--- src/rtl/llsc_pkg.sv ---
package llsc_pkg;
  typedef enum logic [1:0] {
    OP_IDLE = 2'd0,
    OP_LDL  = 2'd1,
    OP_STC  = 2'd2,
    OP_RSVD = 2'd3
  } op_e;

  localparam int unsigned DISP_W  = 12;
  localparam logic [3:0]  FN_LONG = 4'd2;
  localparam logic [3:0]  FN_QUAD = 4'd3;
endpackage

--- src/rtl/llsc_agen.sv ---
module llsc_agen #(
  parameter int unsigned AW     = 32,
  parameter int unsigned DISP_W = 12
) (
  input  logic [AW-1:0]     base_i,
  input  logic [DISP_W-1:0] disp_i,
  output logic [AW-1:0]     ea_o
);
  localparam int unsigned EXT_W = AW - DISP_W;

  logic [AW-1:0] disp_sx;
  assign disp_sx = {{EXT_W{disp_i[DISP_W-1]}}, disp_i};
  assign ea_o    = base_i + disp_sx;
endmodule

--- src/rtl/llsc_rsv.sv ---
module llsc_rsv #(
  parameter int unsigned AW = 32
) (
  input  logic          clk_i,
  input  logic          rst_ni,
  input  logic          set_i,
  input  logic          chk_i,
  input  logic          clr_i,
  input  logic          quad_i,
  input  logic [AW-1:0] addr_i,
  output logic          hit_o
);
  logic          valid_q;
  logic [AW-1:0] addr_q;
  logic [AW-1:0] cmp_mask;

  // granule: 8 bytes for the 64-bit form, 4 bytes for the 32-bit form
  assign cmp_mask = {{(AW-3){1'b1}}, ~quad_i, 2'b00};
  assign hit_o    = valid_q && !clr_i && (((addr_q ^ addr_i) & cmp_mask) == '0);

  always_ff @(posedge clk_i or negedge rst_ni) begin
    if (!rst_ni) begin
      valid_q <= 1'b0;
      addr_q  <= '0;
    end else if (set_i) begin
      valid_q <= 1'b1;
      addr_q  <= addr_i;
    end else if (chk_i || clr_i) begin
      valid_q <= 1'b0;
    end
  end


  rsv_set_chk: assert property (@(posedge clk_i) disable iff (!rst_ni)
    set_i |=> valid_q);

  rsv_consume_chk: assert property (@(posedge clk_i) disable iff (!rst_ni)
    chk_i |=> !valid_q);

  rsv_clear_chk: assert property (@(posedge clk_i) disable iff (!rst_ni)
    (clr_i && !set_i) |=> !valid_q);
endmodule

--- src/rtl/llsc_resp.sv ---
module llsc_resp #(
  parameter int unsigned AW = 32,
  parameter int unsigned DW = 64
) (
  input  logic          clk_i,
  input  logic          rst_ni,
  input  logic          ld_go_i,
  input  logic          st_go_i,
  input  logic          hit_i,
  input  logic          quad_i,
  input  logic [AW-1:0] ea_i,
  input  logic [DW-1:0] data_i,
  output logic          mem_rd_o,
  output logic          mem_we_o,
  output logic          mem_quad_o,
  output logic [AW-1:0] mem_addr_o,
  output logic [DW-1:0] mem_wdata_o,
  output logic          sc_done_o,
  output logic [DW-1:0] sc_result_o
);
  logic ok_q;

  always_ff @(posedge clk_i or negedge rst_ni) begin
    if (!rst_ni) begin
      mem_rd_o    <= 1'b0;
      mem_we_o    <= 1'b0;
      mem_quad_o  <= 1'b0;
      mem_addr_o  <= '0;
      mem_wdata_o <= '0;
      sc_done_o   <= 1'b0;
      ok_q        <= 1'b0;
    end else begin
      mem_rd_o  <= ld_go_i;
      mem_we_o  <= st_go_i && hit_i;
      sc_done_o <= st_go_i;
      ok_q      <= st_go_i && hit_i;
      if (ld_go_i || st_go_i) begin
        mem_addr_o <= ea_i;
        mem_quad_o <= quad_i;
      end
      if (st_go_i) mem_wdata_o <= data_i;
    end
  end

  assign sc_result_o = {{(DW-1){1'b0}}, ok_q};


  we_implies_ok_chk: assert property (@(posedge clk_i) disable iff (!rst_ni)
    mem_we_o |-> (sc_done_o && sc_result_o == DW'(1)));

  fail_no_write_chk: assert property (@(posedge clk_i) disable iff (!rst_ni)
    (sc_done_o && sc_result_o == '0) |-> !mem_we_o);

  one_op_chk: assert property (@(posedge clk_i) disable iff (!rst_ni)
    !(mem_rd_o && sc_done_o));
endmodule

--- src/rtl/llsc_monitor.sv ---
module llsc_monitor
  import llsc_pkg::*;
#(
  parameter int unsigned AW = 32,
  parameter int unsigned DW = 64
) (
  input  logic              clk_i,
  input  logic              rst_ni,
  input  logic [1:0]        op_i,
  input  logic [3:0]        func_i,
  input  logic [AW-1:0]     base_i,
  input  logic [DISP_W-1:0] disp_i,
  input  logic [DW-1:0]     data_i,
  input  logic              clr_i,
  output logic              mem_rd_o,
  output logic              mem_we_o,
  output logic              mem_quad_o,
  output logic [AW-1:0]     mem_addr_o,
  output logic [DW-1:0]     mem_wdata_o,
  output logic              sc_done_o,
  output logic [DW-1:0]     sc_result_o
);
  logic          fn_ok, quad, ld_go, st_go, hit;
  logic [AW-1:0] ea;

  assign fn_ok = (func_i == FN_LONG) || (func_i == FN_QUAD);
  assign quad  = (func_i == FN_QUAD);
  assign ld_go = fn_ok && (op_e'(op_i) == OP_LDL);
  assign st_go = fn_ok && (op_e'(op_i) == OP_STC);

  llsc_agen #(.AW(AW), .DISP_W(DISP_W)) u_agen (
    .base_i (base_i),
    .disp_i (disp_i),
    .ea_o   (ea)
  );

  llsc_rsv #(.AW(AW)) u_rsv (
    .clk_i  (clk_i),
    .rst_ni (rst_ni),
    .set_i  (ld_go),
    .chk_i  (st_go),
    .clr_i  (clr_i),
    .quad_i (quad),
    .addr_i (ea),
    .hit_o  (hit)
  );

  llsc_resp #(.AW(AW), .DW(DW)) u_resp (
    .clk_i       (clk_i),
    .rst_ni      (rst_ni),
    .ld_go_i     (ld_go),
    .st_go_i     (st_go),
    .hit_i       (hit),
    .quad_i      (quad),
    .ea_i        (ea),
    .data_i      (data_i),
    .mem_rd_o    (mem_rd_o),
    .mem_we_o    (mem_we_o),
    .mem_quad_o  (mem_quad_o),
    .mem_addr_o  (mem_addr_o),
    .mem_wdata_o (mem_wdata_o),
    .sc_done_o   (sc_done_o),
    .sc_result_o (sc_result_o)
  );


  bad_fn_quiet_chk: assert property (@(posedge clk_i) disable iff (!rst_ni)
    !fn_ok |=> (!mem_rd_o && !sc_done_o && !mem_we_o));
endmodule

--- config.mk ---
export PLATFORM = sky130hd
export DESIGN_NAME = llsc_monitor
export DESIGN_NICKNAME = d
export VERILOG_FILES = /design/src/rtl/llsc_pkg.sv /design/src/rtl/llsc_agen.sv /design/src/rtl/llsc_rsv.sv /design/src/rtl/llsc_resp.sv /design/src/rtl/llsc_monitor.sv
export SDC_FILE = /design/constraint.sdc
export NUM_CORES = 1
export LEC_CHECK = 0
export BUFFER_PORTS_ARGS = -buffer_cell sky130_fd_sc_hd__buf_2
export CORE_ASPECT_RATIO = 1.5
export CORE_MARGIN = 3
export CORE_UTILIZATION = 55
export CTS_CLUSTER_SIZE = 24
export DETAILED_ROUTE_END_ITERATION = 6
export PLACE_DENSITY = 0.95
export SLEW_MARGIN = 20
export SYNTH_ARGS = -nofsm -noshare
export SYNTH_HDL_FRONTEND = slang
export SYNTH_SLANG_ARGS = --single-unit
--- constraint.sdc ---
create_clock -name clk_i -period 6.5 [get_ports clk_i]
set_clock_uncertainty 0.15 [all_clocks]
set_input_delay 0.975 -clock clk_i [delete_from_list [all_inputs] [get_ports clk_i]]
set_output_delay 0.975 -clock clk_i [all_outputs]
set_load 0.01 [all_outputs]
Yosys cells after proc, flatten, opt, wreduce, memory -nomap -nowiden
Index checks and enable logic that the tools add are counted.
- register bits: 133
- latch bits: 0
- memory bits (writable): 0
- bits in read-only memories: 0
- memories kept: 0
- add/sub/neg operators: 1
- $mul: 0
- div/mod/pow operators: 0
- magnitude comparators: 0
- equality and inequality tests: 4
- shift operators: 0
- multiplexer cells: 2
- bitwise operators: 3
- reduce and logical (&&, ||, !) cells: 11
- operator list (operator ; number):
    32-bit adder ; 1
    32-bit AND ; 1
    32-bit zero test ; 1
    32-bit bitwise XOR ; 1
    4-bit by 2-bit == test with 1-bit output (second input constant) ; 2
    1-bit logical AND ; 5
    1-bit logical OR ; 3
    2-bit by 1-bit == test with 1-bit output (second input constant) ; 1
    2-bit == test (second input constant) ; 1
    1-bit 2-to-1 mux ; 2
    2-bit nonzero test ; 1
    1-bit zero test ; 1
    1-bit inverter ; 1

Depth between registers and ports, before layout
Gate-level depths: netlist of the first run.
- depth after elaboration: 6
- depth in mapped cells: 13
- depth with buffers taken out: 13

By module
Synthesis of the first run repeated with hierarchy kept, for this count alone.
- cells, all modules: 626
- area total of the unflattened synthesis: 7693.6 um^2
- modules (own cells, without submodules) (module ; times used ; cells each ; area an instance (um^2)):
    llsc_resp ; 1 ; 274 ; 4430.5
    llsc_agen ; 1 ; 240 ; 1747.9
    llsc_rsv ; 1 ; 107 ; 1473.9
    llsc_monitor ; 1 ; 5 ; 41.3

Worst setup path before layout of the first run
Ideal clock, no wire load.
- path type: input-to-reg
- start point: input port base_i[0]
- end point: register u_resp.mem_we_o
- setup time: 0.096 ns
- arrival time: 4.400 ns
- slack: 1.854 ns
- stages: 13
- buffers on the path: 0
- cells stage by stage: ha_1 > inv_1 > fa_1 > nand2b_1 > a211oi_4 > o31ai_4 > and3_4 > o31a_4 > o41ai_1 > xor3_1 > a211o_1 > or4_1 > nor4_2
- longest elaborated chain between the ends: 6
- RTL lines (what ; RTL line ; RTL):
    start: declaration ; llsc_monitor.sv:11 ; input logic [AW-1:0] base_i,
    32-bit adder ; llsc_agen.sv:13 ; assign ea_o = base_i + disp_sx;
    32-bit bitwise XOR ; llsc_rsv.sv:19 ; assign hit_o = valid_q && !clr_i && (((addr_q ^ addr_i) & cmp_mask) == '0);
    32-bit AND ; llsc_rsv.sv:19 ;
    32-bit zero test ; llsc_rsv.sv:19 ;
    1-bit logical AND ; llsc_rsv.sv:19 ;
    1-bit logical AND ; llsc_resp.sv:34 ; mem_we_o <= st_go_i && hit_i;
    end signal: assignment ; llsc_resp.sv:34 ;
    end: declaration ; llsc_resp.sv:14 ; output logic mem_we_o,
Every way passes these cells.
A chain may end at the register's enable or synchronous reset.

Worst setup path after layout of the first run
- start point: input port disp_i[11]
- end point: register u_resp.mem_we_o
- longest elaborated chain between the ends: 6
- RTL lines (what ; RTL line ; RTL):
    start: declaration ; llsc_monitor.sv:12 ; input logic [DISP_W-1:0] disp_i,
    32-bit adder ; llsc_agen.sv:13 ;
    32-bit bitwise XOR ; llsc_rsv.sv:19 ;
    32-bit AND ; llsc_rsv.sv:19 ;
    32-bit zero test ; llsc_rsv.sv:19 ;
    1-bit logical AND ; llsc_rsv.sv:19 ;
    1-bit logical AND ; llsc_resp.sv:34 ;
Every way passes these cells.

==> results of run 1 <==
power by group:
group	total (mW)	internal (mW)	switching [mW]	leakage, nW
combinational	0.873	0.353	0.520	3.03
clock	0.947	0.516	0.430	0.291
sequential	1.14	1.01	0.127	1.66
cell type report:
cell class	instances	area share [%]
clock inverter	15	1.68
tap	189	2.53
inverter	17	0.682
multi-input combinational	729	43.3
timing repair buffer	222	12.2
clock buffer	17	4.55
sequential	131	35.0
worst min-delay path: cells and delay by family, from the launching register on:
family,cells,cell delay [ns]
flops,1,0.34
simple gates,2,0.10
cells by family after synthesis:
logic type                 count (synthesis)  share of synthesized area [%]
and+or+nand+nor                          393                           21.3
AOI/OAI and AO/OA                        184                           15.1
DFF                                      131                           41.8
buffers and inverters                    130                           9.55
xor gates and xnor gates                  53                           6.48
adders and majority gates                 32                           5.21
muxes                                      4                          0.527
other                                      1                         0.0479
per-layer routing:
layer | part of all wire [%] | up-vias | GRT usage, %
li1 | - | 3378 | -
met1 | 36 | 3385 | 32.3
met2 | 51 | 404 | 48.3
met3 | 8.3 | 78 | 6.69
met4 | 4.3 | 2 | 12.9
met5 | 0.060 | - | 0
flip-flops by register name, summed over array words and instances, names as in the netlist:
signal,cells
u_resp.mem_we_o,1
u_rsv.valid_q,1
u_resp.sc_done_o,1
u_resp.mem_rd_o,1
u_resp.mem_wdata_o,64
u_rsv.addr_q,30
u_resp.mem_quad_o,1
u_resp.mem_addr_o,32
Yosys cell counts, drive strengths merged, types with 2 or more instances:
| master | n |
|---|---|
| nor4 | 8 |
| o31ai | 4 |
| dfrtp | 131 |
| a32oi | 2 |
| o21ai | 78 |
| a31oi | 3 |
| clkbuf | 34 |
| nor3 | 11 |
| a21o | 7 |
| and3 | 3 |
| nand3 | 3 |
| nand2b | 8 |
| nand3b | 3 |
| inv | 17 |
| or4 | 2 |
| a41o | 3 |
| buf | 79 |
| nand2 | 288 |
| a21oi | 43 |
| nor3b | 3 |
| a221o | 2 |
| nor2 | 41 |
| o41ai | 2 |
| mux2i | 3 |
| xor2 | 22 |
| o211ai | 7 |
| a211oi | 6 |
| o21bai | 4 |
| a221oi | 5 |
| o22ai | 2 |
| nand4 | 15 |
| ha | 31 |
| xnor2 | 29 |
| a211o | 3 |
| or3 | 2 |
| nor2b | 2 |
| o21a | 3 |
per-stage QoR:
stage | worst slack, ns | std cells
3_5_place_dp | 1.45 | 1287
5_1_grt | 1.56 | 1320
4_1_cts | 1.85 | 1319
6_report | 1.79 | 1320
3_3_place_gp | 1.57 | 1287
2_1_floorplan | 1.85 | 990
worst max path at each step:
stage                                     end  slack [ns]       start
detailed placement  u_resp.mem_we_o$_DFF_PN0_        1.45   base_i[0]
CTS                 u_resp.mem_we_o$_DFF_PN0_        1.85   base_i[0]
global route        u_resp.mem_we_o$_DFF_PN0_        1.56   disp_i[0]
finish              u_resp.mem_we_o$_DFF_PN0_        1.79  disp_i[11]
floorplan           u_resp.mem_we_o$_DFF_PN0_        1.85   base_i[0]
global placement    u_resp.mem_we_o$_DFF_PN0_        1.57   base_i[0]
==> insert_results.sql, run 1 <==
INSERT INTO impl_metrics (metric_group, metric, value, unit) VALUES
('place', 'hpwl', '16.5', 'mm'),
('cells_and_area', 'fraction_of_layout_instances_using_a_drive_strength_above_1', '24.0', '%'),
('floorplan', 'start_util', '57.1', '%'),
('logic_synthesis', 'synth_async_sr_flop_share', '100', '%'),
('min_path', 'min_delay_endpoint', 'u_resp.mem_addr_o[0]$_DFFE_PN0P_', ''),
('floorplan', 'design.die.area', '15700', 'µm²'),
('critical_path', 'timing.critical_path.depth', '12', ''),
('logic_synthesis', 'synth.ff_latch_count', '131', ''),
('min_path', 'hold_path_startpoint', 'u_resp.mem_addr_o[0]$_DFFE_PN0P_', ''),
('critical_path', 'worst_ep_required', '6.68', 'ns'),
('critical_path', 'start_kind', 'input pin', ''),
('critical_path', 'cp_num_buf_inv', '1', ''),
('sta', 'fin_crit_sh', '72.4', '%'),
('critical_path', 'startpoint_to_endpoint_class_of_the_critical_path', 'input pin to flip-flop', ''),
('logic_synthesis', 'synthesis.area', '7840', 'µm²'),
('detailed_routing', 'drtPass1Iterations', '5', ''),
('floorplan', 'fp.coreArea', '13700', 'µm²'),
('cells_and_area', 'total_inserted_antenna_cells', '0', ''),
('critical_path', 'cp_cell_instances', 'buf_2 -> ha_1 -> nand4_1 -> nor4_4 -> o31ai_4 -> and3_4 -> o31a_4 -> o41ai_1 -> xor3_1 -> a211o_1 -> or4_1 -> nor4_2', ''),
('detailed_routing', 'via_count', '7247', ''),
('cells_and_area', 'fillers', '1090', ''),
('detailed_routing', 'post_drt_via_cell_ratio', '5.49', ''),
('sta', 'holdWs', '0.315', 'ns'),
('sta', 'worst_margin_slew', '0.954', 'ns'),
('sta', 'rsz0062_at_grt', 'false', ''),
('sta', 'final-setup-viol-count', '0', ''),
('logic_synthesis', 'yosys_most_used_dff', 'dfrtp_1', ''),
('cts', 'worst_skew_pair_later_pin_latency', '0.42', 'ns'),
('cells_and_area', 'number_of_nets_in_the_final_layout', '1267', ''),
('power_and_ir_drop', 'design_power_total', '2.95', 'mW'),
('place', 'numPortBuffers', '217', ''),
('logic_synthesis', 'synth_largest_type_area_fraction', '41.8', '%'),
('floorplan', 'floorplan.die.width', '103', 'µm'),
('grt', 'grt_antenna_before_repair', '1', ''),
('sta', 'period_needed', '4.71', 'ns'),
('min_path', 'holdCritPathClass', 'flip-flop to flip-flop', ''),
('cells_and_area', 'flow.area_growth_from_synthesis', '19.4', '%'),
('grt', 'global_route.overflow_total', '0', ''),
('cells_and_area', 'fin_area', '9360', 'µm²'),
('cells_and_area', 'most-common-layout-cells', '288 x nand2_1, 216 x buf_2, 131 x dfrtp_1', ''),
('detailed_routing', 'drt-initial-drc-count', '329', ''),
('floorplan', 'floorplan.rows', '52', ''),
('cts', 'cts.root.buffer_cell', 'clkbuf_16', ''),
('sta', 'timing.slew.headroom', '36.4', '%'),
('grt', 'largest_net_degree_at_the_start_of_global_routing', '80', ''),
('critical_path', 'endpoint_kind', 'flip-flop', ''),
('logic_synthesis', 'synth_edf_count', '0', ''),
('detailed_routing', 'drc', '0', ''),
('detailed_routing', 'drt_wl_total', '21.8', 'mm'),
('min_path', 'min_delay_path_depth', '2', ''),
('cts', 'post-cts-setup-buffer-count', '0', ''),
('logic_synthesis', 'synth_top_area_cell', 'dfrtp_1', ''),
('logic_synthesis', 'yosys.cell_types.count', '70', ''),
('sta', 'hold_vio_cnt_final', '0', ''),
('cts', 'post_cts_resized', '0', ''),
('critical_path', 'r2r_slack', '3.49', 'ns'),
('logic_synthesis', 'ys_top_cells_by_area', 'dfrtp_1 42%, nand2_1 14%, buf_4 6.3%, ha_1 4.9%, o21ai_0 4.8%', ''),
('place', 'postPlaceCellArea', '8750', 'µm²'),
('critical_path', 'cp_top_family', 'simple AND/OR/NAND/NOR gates', ''),
('grt', 'first_global_vias', '7131', ''),
('cells_and_area', 'mostFrequentLayoutCell', 'nand2_1', ''),
('cells_and_area', 'seqCellArea', '3280', 'µm²'),
('logic_synthesis', 'syn_inst', '928', ''),
('job', 'maxCapViolations', '0', ''),
('power_and_ir_drop', 'total_leakage_power', '4.98', 'nW'),
('cells_and_area', 'layout.core_utilization', '68.2', '%'),
('cts', 'clock_path_buffers', '2', ''),
('cts', 'cts_hold_buffers', '0', ''),
('cts', 'cts_tree', 'built', ''),
('run_status', 'outcome', 'finished clean', ''),
('cts', 'inserted_clock_buffers', '17', '');
(Power assumes the default switching activity.)
==> run 2, diff against run 1 <==
--- a/config.mk
+++ b/config.mk
@@ -8,10 +8,10 @@
 export BUFFER_PORTS_ARGS = -buffer_cell sky130_fd_sc_hd__buf_2
 export CORE_ASPECT_RATIO = 1.5
 export CORE_MARGIN = 3
-export CORE_UTILIZATION = 55
+export CORE_UTILIZATION = 51
 export CTS_CLUSTER_SIZE = 24
 export DETAILED_ROUTE_END_ITERATION = 6
-export PLACE_DENSITY = 0.95
+export PLACE_DENSITY = 0.91
 export SLEW_MARGIN = 20
 export SYNTH_ARGS = -nofsm -noshare
 export SYNTH_HDL_FRONTEND = slang
==> constraint.sdc (replaced) <==
create_clock -name clk_i -period 4.7 [get_ports clk_i]
set_clock_uncertainty 0.15 [all_clocks]
set_input_delay 0.705 -clock clk_i [delete_from_list [all_inputs] [get_ports clk_i]]
set_output_delay 0.705 -clock clk_i [all_outputs]
set_load 0.01 [all_outputs]
==> insert_results.sql, run 2 (same netlist as run 1, synthesis figures left out) <==
INSERT INTO impl_metrics (metric_group, metric, value, unit) VALUES
('run_status', 'outcome', 'finished clean', ''),
('power_and_ir_drop', 'pwr_density_cell', '437', 'nW/µm²'),
('critical_path', 'r2r_slack', '1.85', 'ns'),
('place', 'hpwl', '16.7', 'mm'),
('sta', 'timing.slew.headroom', '41.0', '%'),
('detailed_routing', 'drt-initial-drc-count', '412', ''),
('cells_and_area', 'number_of_nets_in_the_final_layout', '1282', ''),
('floorplan', 'design.die.area', '16900', 'µm²'),
('cells_and_area', 'fillers', '1234', ''),
('floorplan', 'start_util', '53.0', '%'),
('cts', 'cts_tree', 'built', ''),
('grt', 'grt_pass1_wl', '35.8', 'mm'),
('job', 'maxCapViolations', '0', ''),
('critical_path', 'crit-reg2reg-capture', 'u_resp.mem_we_o$_DFF_PN0_', ''),
('min_path', 'holdCritPathClass', 'input pin to async pin', ''),
('power_and_ir_drop', 'total_leakage_power', '5.05', 'nW'),
('sta', 'timing.setup.tns', '0', 'ns'),
('detailed_routing', 'drtPass1Iterations', '5', ''),
('floorplan', 'fp.coreArea', '14800', 'µm²'),
('cells_and_area', 'fraction_of_layout_instances_using_a_drive_strength_above_1', '25.0', '%'),
('critical_path', 'endpoint_kind', 'flip-flop', ''),
('grt', 'first_global_vias', '7307', ''),
('critical_path', 'reg2regPathDepth', '11', ''),
('sta', 'holdWs', '0.211', 'ns'),
('cells_and_area', 'most-common-layout-cells', '288 x nand2_1, 216 x buf_2, 131 x dfrtp_1', ''),
('grt', 'global_route.overflow_total', '0', ''),
('detailed_routing', 'drc', '0', ''),
('sta', 'rsz0062_at_grt', 'false', ''),
('sta', 'maxClockFrequency', '247', 'MHz'),
('detailed_routing', 'drt_wl_total', '22.0', 'mm'),
('sta', 'hold_vio_cnt_final', '0', ''),
('cells_and_area', 'largest_register_ffs', '64', ''),
('cells_and_area', 'mostFrequentLayoutCell', 'nand2_1', ''),
('cts', 'inserted_clock_buffers', '17', ''),
('grt', 'groute.usage.overall', '26.9', '%'),
('cells_and_area', 'finalNonFillerCells', '1342', ''),
('floorplan', 'fp.dieH', '158', 'µm'),
('cells_and_area', 'layout_top_registers', 'u_resp.mem_wdata_o x64, u_resp.mem_addr_o x32, u_rsv.addr_q x30', ''),
('grt', 'grt_antenna_before_repair', '1', ''),
('detailed_routing', 'ant_nets', '0', ''),
('cts', 'post-cts-setup-buffer-count', '0', ''),
('detailed_routing', 'detail_route.wl_per_cell', '16.4', 'µm'),
('critical_path', 'start_kind', 'input pin', ''),
('cts', 'cts_hold_buffers', '0', ''),
('critical_path', 'startpoint_to_endpoint_class_of_the_critical_path', 'input pin to flip-flop', ''),
('critical_path', 'worst_ep_required', '4.88', 'ns'),
('floorplan', 'floorplan.rows', '54', ''),
('cells_and_area', 'largest_reg_by_ff_count', 'u_resp.mem_wdata_o', ''),
('cells_and_area', 'flow.area_growth_from_synthesis', '21.0', '%'),
('cells_and_area', 'total_inserted_antenna_cells', '0', ''),
('cts', 'worst_setup_hold_path_clk_slew', '0.06', 'ns'),
('cts', 'cts_num_sinks', '131', ''),
('sta', 'final-setup-viol-count', '0', ''),
('place', 'numPortBuffers', '217', ''),
('sta', 'worst_margin_slew', '0.885', 'ns'),
('critical_path', 'crit_path_max_fanout', '6', ''),
('sta', 'period_needed', '4.05', 'ns'),
('cts', 'post_cts_resized', '0', ''),
('place', 'gpl.final_weighted_congestion', '0.986', ''),
('sta', 'fin_crit_sh', '86.1', '%'),
('detailed_routing', 'post_drt_via_cell_ratio', '5.35', ''),
('power_and_ir_drop', 'worst_ir_drop_vdd', '283', 'µV'),
('place', 'dp_cells', '1310', ''),
('cts', 'worst_skew_pair_later_pin_latency', '0.42', 'ns'),
('grt', 'largest_net_degree_at_the_start_of_global_routing', '99', ''),
('cts', 'clock_path_buffers', '2', ''),
('sta', 'final_report_max_slew_violation_count', '0', ''),
('cts', 'cts.root.buffer_cell', 'clkbuf_16', ''),
('critical_path', 'worst-endpoint-arrival', '4.23', 'ns'),
('floorplan', 'floorplan.die.width', '107', 'µm'),
('critical_path', 'regToRegStartpoint', 'u_rsv.addr_q[29]$_DFFE_PN0P_', ''),
('floorplan', 'top_level_ports', '281', ''),
('detailed_routing', 'via_count', '7173', ''),
('cts', 'htreeDepth', '4', ''),
('power_and_ir_drop', 'design_power_total', '4.15', 'mW');
-- run 2: cell types whose count changed in the layout (fill, tap and decap cells not counted), moves of 2 or more --
cell	before	now
bufinv_16	0	2
clkinv_8	2	0
buf_4	5	20
clkinvlp_4	0	3
inv_8	6	2
-- run 2: worst max-delay path by stage --
stage                                endpoint  depth (start not counted)        from  slack (ns)
floorplan           u_resp.mem_we_o$_DFF_PN0_                         13   base_i[0]        0.32
global placement    u_resp.mem_we_o$_DFF_PN0_                         15   base_i[0]        0.28
global route        u_resp.mem_we_o$_DFF_PN0_                         14  disp_i[11]        0.29
detailed placement  u_resp.mem_we_o$_DFF_PN0_                         15   base_i[0]        0.23
CTS                 u_resp.mem_we_o$_DFF_PN0_                         15   base_i[0]        0.68
finish              u_resp.mem_we_o$_DFF_PN0_                         15   base_i[0]        0.65
-- run 2: metrics by stage --
stage          utilization (%)  cell area [µm²]  worst slack [ns]
6_report                  64.1             9490             0.655
5_1_grt                   64.1             9490             0.294
4_1_cts                   64.1             9490             0.678
3_5_place_dp              60.0             8880             0.229
3_3_place_gp              60.0             8880             0.276
2_1_floorplan                -             8070             0.324
-- run 2: routing by layer --
layer | GRT usage [%] | part of all wire, % | routed length (µm)
met1 | 29.8 | 36 | 7970
met2 | 48.0 | 52 | 11400
met3 | 7.26 | 8.2 | 1800
met4 | 11.9 | 3.6 | 792
met5 | 0 | 0.059 | 13
-- run 2: cell type report --
class / instances / area, µm² / area share, %
inverters: 17 / 63.8 / 0.673
repair buffers: 237 / 1240 / 13.1
clock inverters: 14 / 166 / 1.75
multi-input cells: 729 / 4050 / 42.7
flip-flops and latches: 131 / 3280 / 34.6
clock buffers: 18 / 439 / 4.63
well taps: 196 / 245 / 2.59
-- run 2: power breakdown --
| part | total [mW] | internal (mW) | switching [mW] |
|---|---|---|---|
| registers | 1.56 | 1.39 | 0.170 |
| logic | 1.22 | 0.500 | 0.720 |
| clock network | 1.37 | 0.813 | 0.552 |
-- run 2: critical path, stage by stage --
cell and delay, ns:
buf_2 0.08, ha_1 0.15, inv_1 0.06, fa_1 0.39, nand2b_1 0.21, a211oi_4 0.29, o31ai_4 0.11, and3_4 0.21
o31a_4 0.31, o41ai_1 0.27, buf_4 0.18, xor3_1 0.21, a211o_1 0.27, or4_1 0.53, nor4_2 0.25
==> run 3, diff against run 2 <==
--- a/config.mk
+++ b/config.mk
@@ -6,13 +6,12 @@
 export NUM_CORES = 1
 export LEC_CHECK = 0
 export BUFFER_PORTS_ARGS = -buffer_cell sky130_fd_sc_hd__buf_2
-export CORE_ASPECT_RATIO = 1.5
+export CORE_ASPECT_RATIO = 0.7
 export CORE_MARGIN = 3
 export CORE_UTILIZATION = 51
 export CTS_CLUSTER_SIZE = 24
 export DETAILED_ROUTE_END_ITERATION = 6
 export PLACE_DENSITY = 0.91
-export SLEW_MARGIN = 20
 export SYNTH_ARGS = -nofsm -noshare
 export SYNTH_HDL_FRONTEND = slang
 export SYNTH_SLANG_ARGS = --single-unit
==> insert_results.sql, run 3 (same netlist as run 1, synthesis figures left out) <==
INSERT INTO impl_metrics (metric_group, metric, value, unit) VALUES
('grt', 'global_route.overflow_total', '0', ''),
('cells_and_area', 'most-common-layout-cells', '288 x nand2_1, 216 x buf_2, 131 x dfrtp_1', ''),
('cells_and_area', 'number_of_nets_in_the_final_layout', '1278', ''),
('grt', 'grtUsageMet2', '38.0', '%'),
('grt', 'grt_pass1_wl', '34.0', 'mm'),
('cells_and_area', 'fin_area', '9470', 'µm²'),
('cts', 'clock_path_buffers', '2', ''),
('critical_path', 'cp_cell_instances', 'buf_2 -> ha_1 -> inv_1 -> fa_1 -> nand2b_1 -> a211oi_4 -> o31ai_4 -> and3_4 -> o31a_4 -> o41ai_1 -> buf_4 -> xor3_1 -> a211o_1 -> or4_1 -> nor4_2', ''),
('cts', 'htreeDepth', '4', ''),
('floorplan', 'top_level_ports', '281', ''),
('cts', 'cts_tree', 'built', ''),
('cells_and_area', 'largest_reg_by_ff_count', 'u_resp.mem_wdata_o', ''),
('critical_path', 'worst_ep_required', '4.85', 'ns'),
('cts', 'inserted_clock_buffers', '17', ''),
('detailed_routing', 'drt-initial-drc-count', '709', ''),
('place', 'postPlaceCellArea', '8850', 'µm²'),
('cts', 'worst_setup_hold_path_clk_slew', '0.06', 'ns'),
('grt', 'use_met1', '36.7', '%'),
('sta', 'hold_vio_cnt_final', '0', ''),
('floorplan', 'floorplan.rows', '37', ''),
('grt', 'gr-usage-met3', '5.90', '%'),
('cts', 'cts_hold_buffers', '0', ''),
('power_and_ir_drop', 'pwr_density_cell', '442', 'nW/µm²'),
('detailed_routing', 'ant_nets', '0', ''),
('critical_path', 'endpoint_kind', 'flip-flop', ''),
('critical_path', 'r2r_slack', '1.72', 'ns'),
('detailed_routing', 'via_count', '7101', ''),
('place', 'numPortBuffers', '217', ''),
('grt', 'gr_busiest_metal', 'met2', ''),
('cells_and_area', 'flow.area_growth_from_synthesis', '20.8', '%'),
('sta', 'period_needed', '4.19', 'ns'),
('cells_and_area', 'fraction_of_layout_instances_using_a_drive_strength_above_1', '24.7', '%'),
('cells_and_area', 'layout.core_utilization', '63.7', '%'),
('place', 'dp_cells', '1305', ''),
('power_and_ir_drop', 'worst_ir_drop_vdd', '257', 'µV'),
('sta', 'timing.slew.headroom', '37.9', '%'),
('place', 'place_ws', '0.190', 'ns'),
('sta', 'timing.setup.tns', '0', 'ns'),
('cells_and_area', 'mostFrequentLayoutCell', 'nand2_1', ''),
('sta', 'rsz0062_at_grt', 'false', ''),
('grt', 'first_global_vias', '6482', ''),
('critical_path', 'crit_path_max_fanout', '3', ''),
('min_path', 'holdCritPathClass', 'input pin to async pin', ''),
('cts', 'cts.root.buffer_cell', 'clkbuf_16', ''),
('sta', 'maxClockFrequency', '239', 'MHz'),
('cts', 'post_cts_resized', '0', ''),
('critical_path', 'cp_slowest_stage_delay', '0.56', 'ns'),
('sta', 'final_report_max_slew_violation_count', '0', ''),
('detailed_routing', 'drtPass1Iterations', '7', ''),
('floorplan', 'fp.coreArea', '14900', 'µm²'),
('sta', 'post-route-worst-setup-slack', '0.511', 'ns'),
('cells_and_area', 'total_inserted_antenna_cells', '0', ''),
('critical_path', 'start_kind', 'input pin', ''),
('place', 'gpl.final_weighted_congestion', '0.978', ''),
('detailed_routing', 'detail_route.wl_per_cell', '16.4', 'µm'),
('cells_and_area', 'finalNonFillerCells', '1337', ''),
('critical_path', 'cp_slowest_cell', 'or4_1', ''),
('cells_and_area', 'largest_register_ffs', '64', ''),
('sta', 'worst_margin_slew', '0.932', 'ns'),
('run_status', 'violations', 'DRC', ''),
('job', 'maxCapViolations', '0', ''),
('power_and_ir_drop', 'total_leakage_power', '5.04', 'nW'),
('floorplan', 'fp.dieH', '110', 'µm'),
('critical_path', 'startpoint_to_endpoint_class_of_the_critical_path', 'input pin to flip-flop', ''),
('detailed_routing', 'post_drt_via_cell_ratio', '5.31', ''),
('critical_path', 'worst-endpoint-arrival', '4.34', 'ns'),
('grt', 'largest_net_degree_at_the_start_of_global_routing', '104', ''),
('cells_and_area', 'layout_top_registers', 'u_resp.mem_wdata_o x64, u_resp.mem_addr_o x32, u_rsv.addr_q x30', ''),
('cts', 'cts_num_sinks', '131', ''),
('critical_path', 'cp_top_family', 'simple AND/OR/NAND/NOR gates', ''),
('sta', 'fin_crit_sh', '89.1', '%'),
('run_status', 'outcome', 'complete, but fails checks', ''),
('sta', 'final-setup-viol-count', '0', ''),
('place', 'hpwl', '16.6', 'mm'),
('floorplan', 'design.die.area', '16900', 'µm²'),
('cts', 'post-cts-setup-buffer-count', '0', ''),
('grt', 'grt_antenna_before_repair', '0', ''),
('detailed_routing', 'drc', '5', ''),
('detailed_routing', 'drt_wl_total', '22.0', 'mm'),
('floorplan', 'floorplan.die.width', '154', 'µm'),
('grt', 'groute.usage.overall', '25.0', '%'),
('cts', 'worst_skew_pair_later_pin_latency', '0.41', 'ns'),
('critical_path', 'cp_num_buf_inv', '3', ''),
('floorplan', 'start_util', '52.7', '%');
## run 3: cell types whose count changed in the layout (fill, tap and decap cells not counted)
cell | before | now
clkinv_4 | 0 | 1
clkbuf_8 | 1 | 0
buf_4 | 20 | 16
bufinv_16 | 2 | 3
inv_8 | 2 | 3
clkbuf_1 | 0 | 1
inv_6 | 7 | 5
clkinv_2 | 0 | 1
clkinvlp_4 | 3 | 1
## run 3: cell type report
cell class	instances	area (µm²)
clock buffer	18	429
clock inverter	14	189
fill	1311	5390
inverter	17	63.8
multi-input combinational	729	4050
sequential	131	3280
tap	195	244
timing repair buffer	233	1210
## run 3: worst register-to-register path, stage by stage (launching register included)
cell and delay (ns):
dfrtp_1 0.38, xor2_1 0.37, nor2_1 0.10, a211o_1 0.28, a211oi_1 0.24, nand4_1 0.16, nor4_1 0.25, nand4_1 0.17
nor4_1 0.25, buf_4 0.18, nand4_1 0.10, nor4_2 0.24
## run 3: where the power goes
| part | switching, mW | internal, mW | total, mW | leakage [nW] |
|---|---|---|---|---|
| Clock | 0.543 | 0.855 | 1.40 | 0.302 |
| Sequential | 0.174 | 1.39 | 1.57 | 1.66 |
| Combinational | 0.726 | 0.496 | 1.22 | 3.08 |
## run 3: path summary, 6_finish.rpt
path | start | end | cells past startpoint
worst min register to register | u_resp.mem_wdata_o[32]$_DFFE_PN0P_ | u_resp.mem_wdata_o[32]$_DFFE_PN0P_ | 2
worst max-delay path | base_i[0] | u_resp.mem_we_o$_DFF_PN0_ | 15
min in group clk_i | u_resp.mem_wdata_o[32]$_DFFE_PN0P_ | u_resp.mem_wdata_o[32]$_DFFE_PN0P_ | 2
max in group asynchronous | rst_ni | u_resp.mem_wdata_o[10]$_DFFE_PN0P_ | 2
worst min-delay path | rst_ni | u_resp.mem_wdata_o[42]$_DFFE_PN0P_ | 1
worst max register to register | u_rsv.addr_q[29]$_DFFE_PN0P_ | u_resp.mem_we_o$_DFF_PN0_ | 11
## run 3: metrics by stage
| step | power, mW | hold WS, ns |
|---|---|---|
| detailed placement | 2.79 | 0.307 |
| global placement | 2.74 | 0.302 |
| finish | 4.19 | 0.261 |
| floorplan | 2.33 | 0.259 |
| CTS | 4.21 | 0.311 |
| global route | 4.43 | 0.320 |
## run 3: routing by layer
layer | share of wire, % | wire (µm)
met1 | 44 | 9730
met5 | 0 | 0
met4 | 1.4 | 304
met2 | 46 | 10200
met3 | 8.0 | 1750
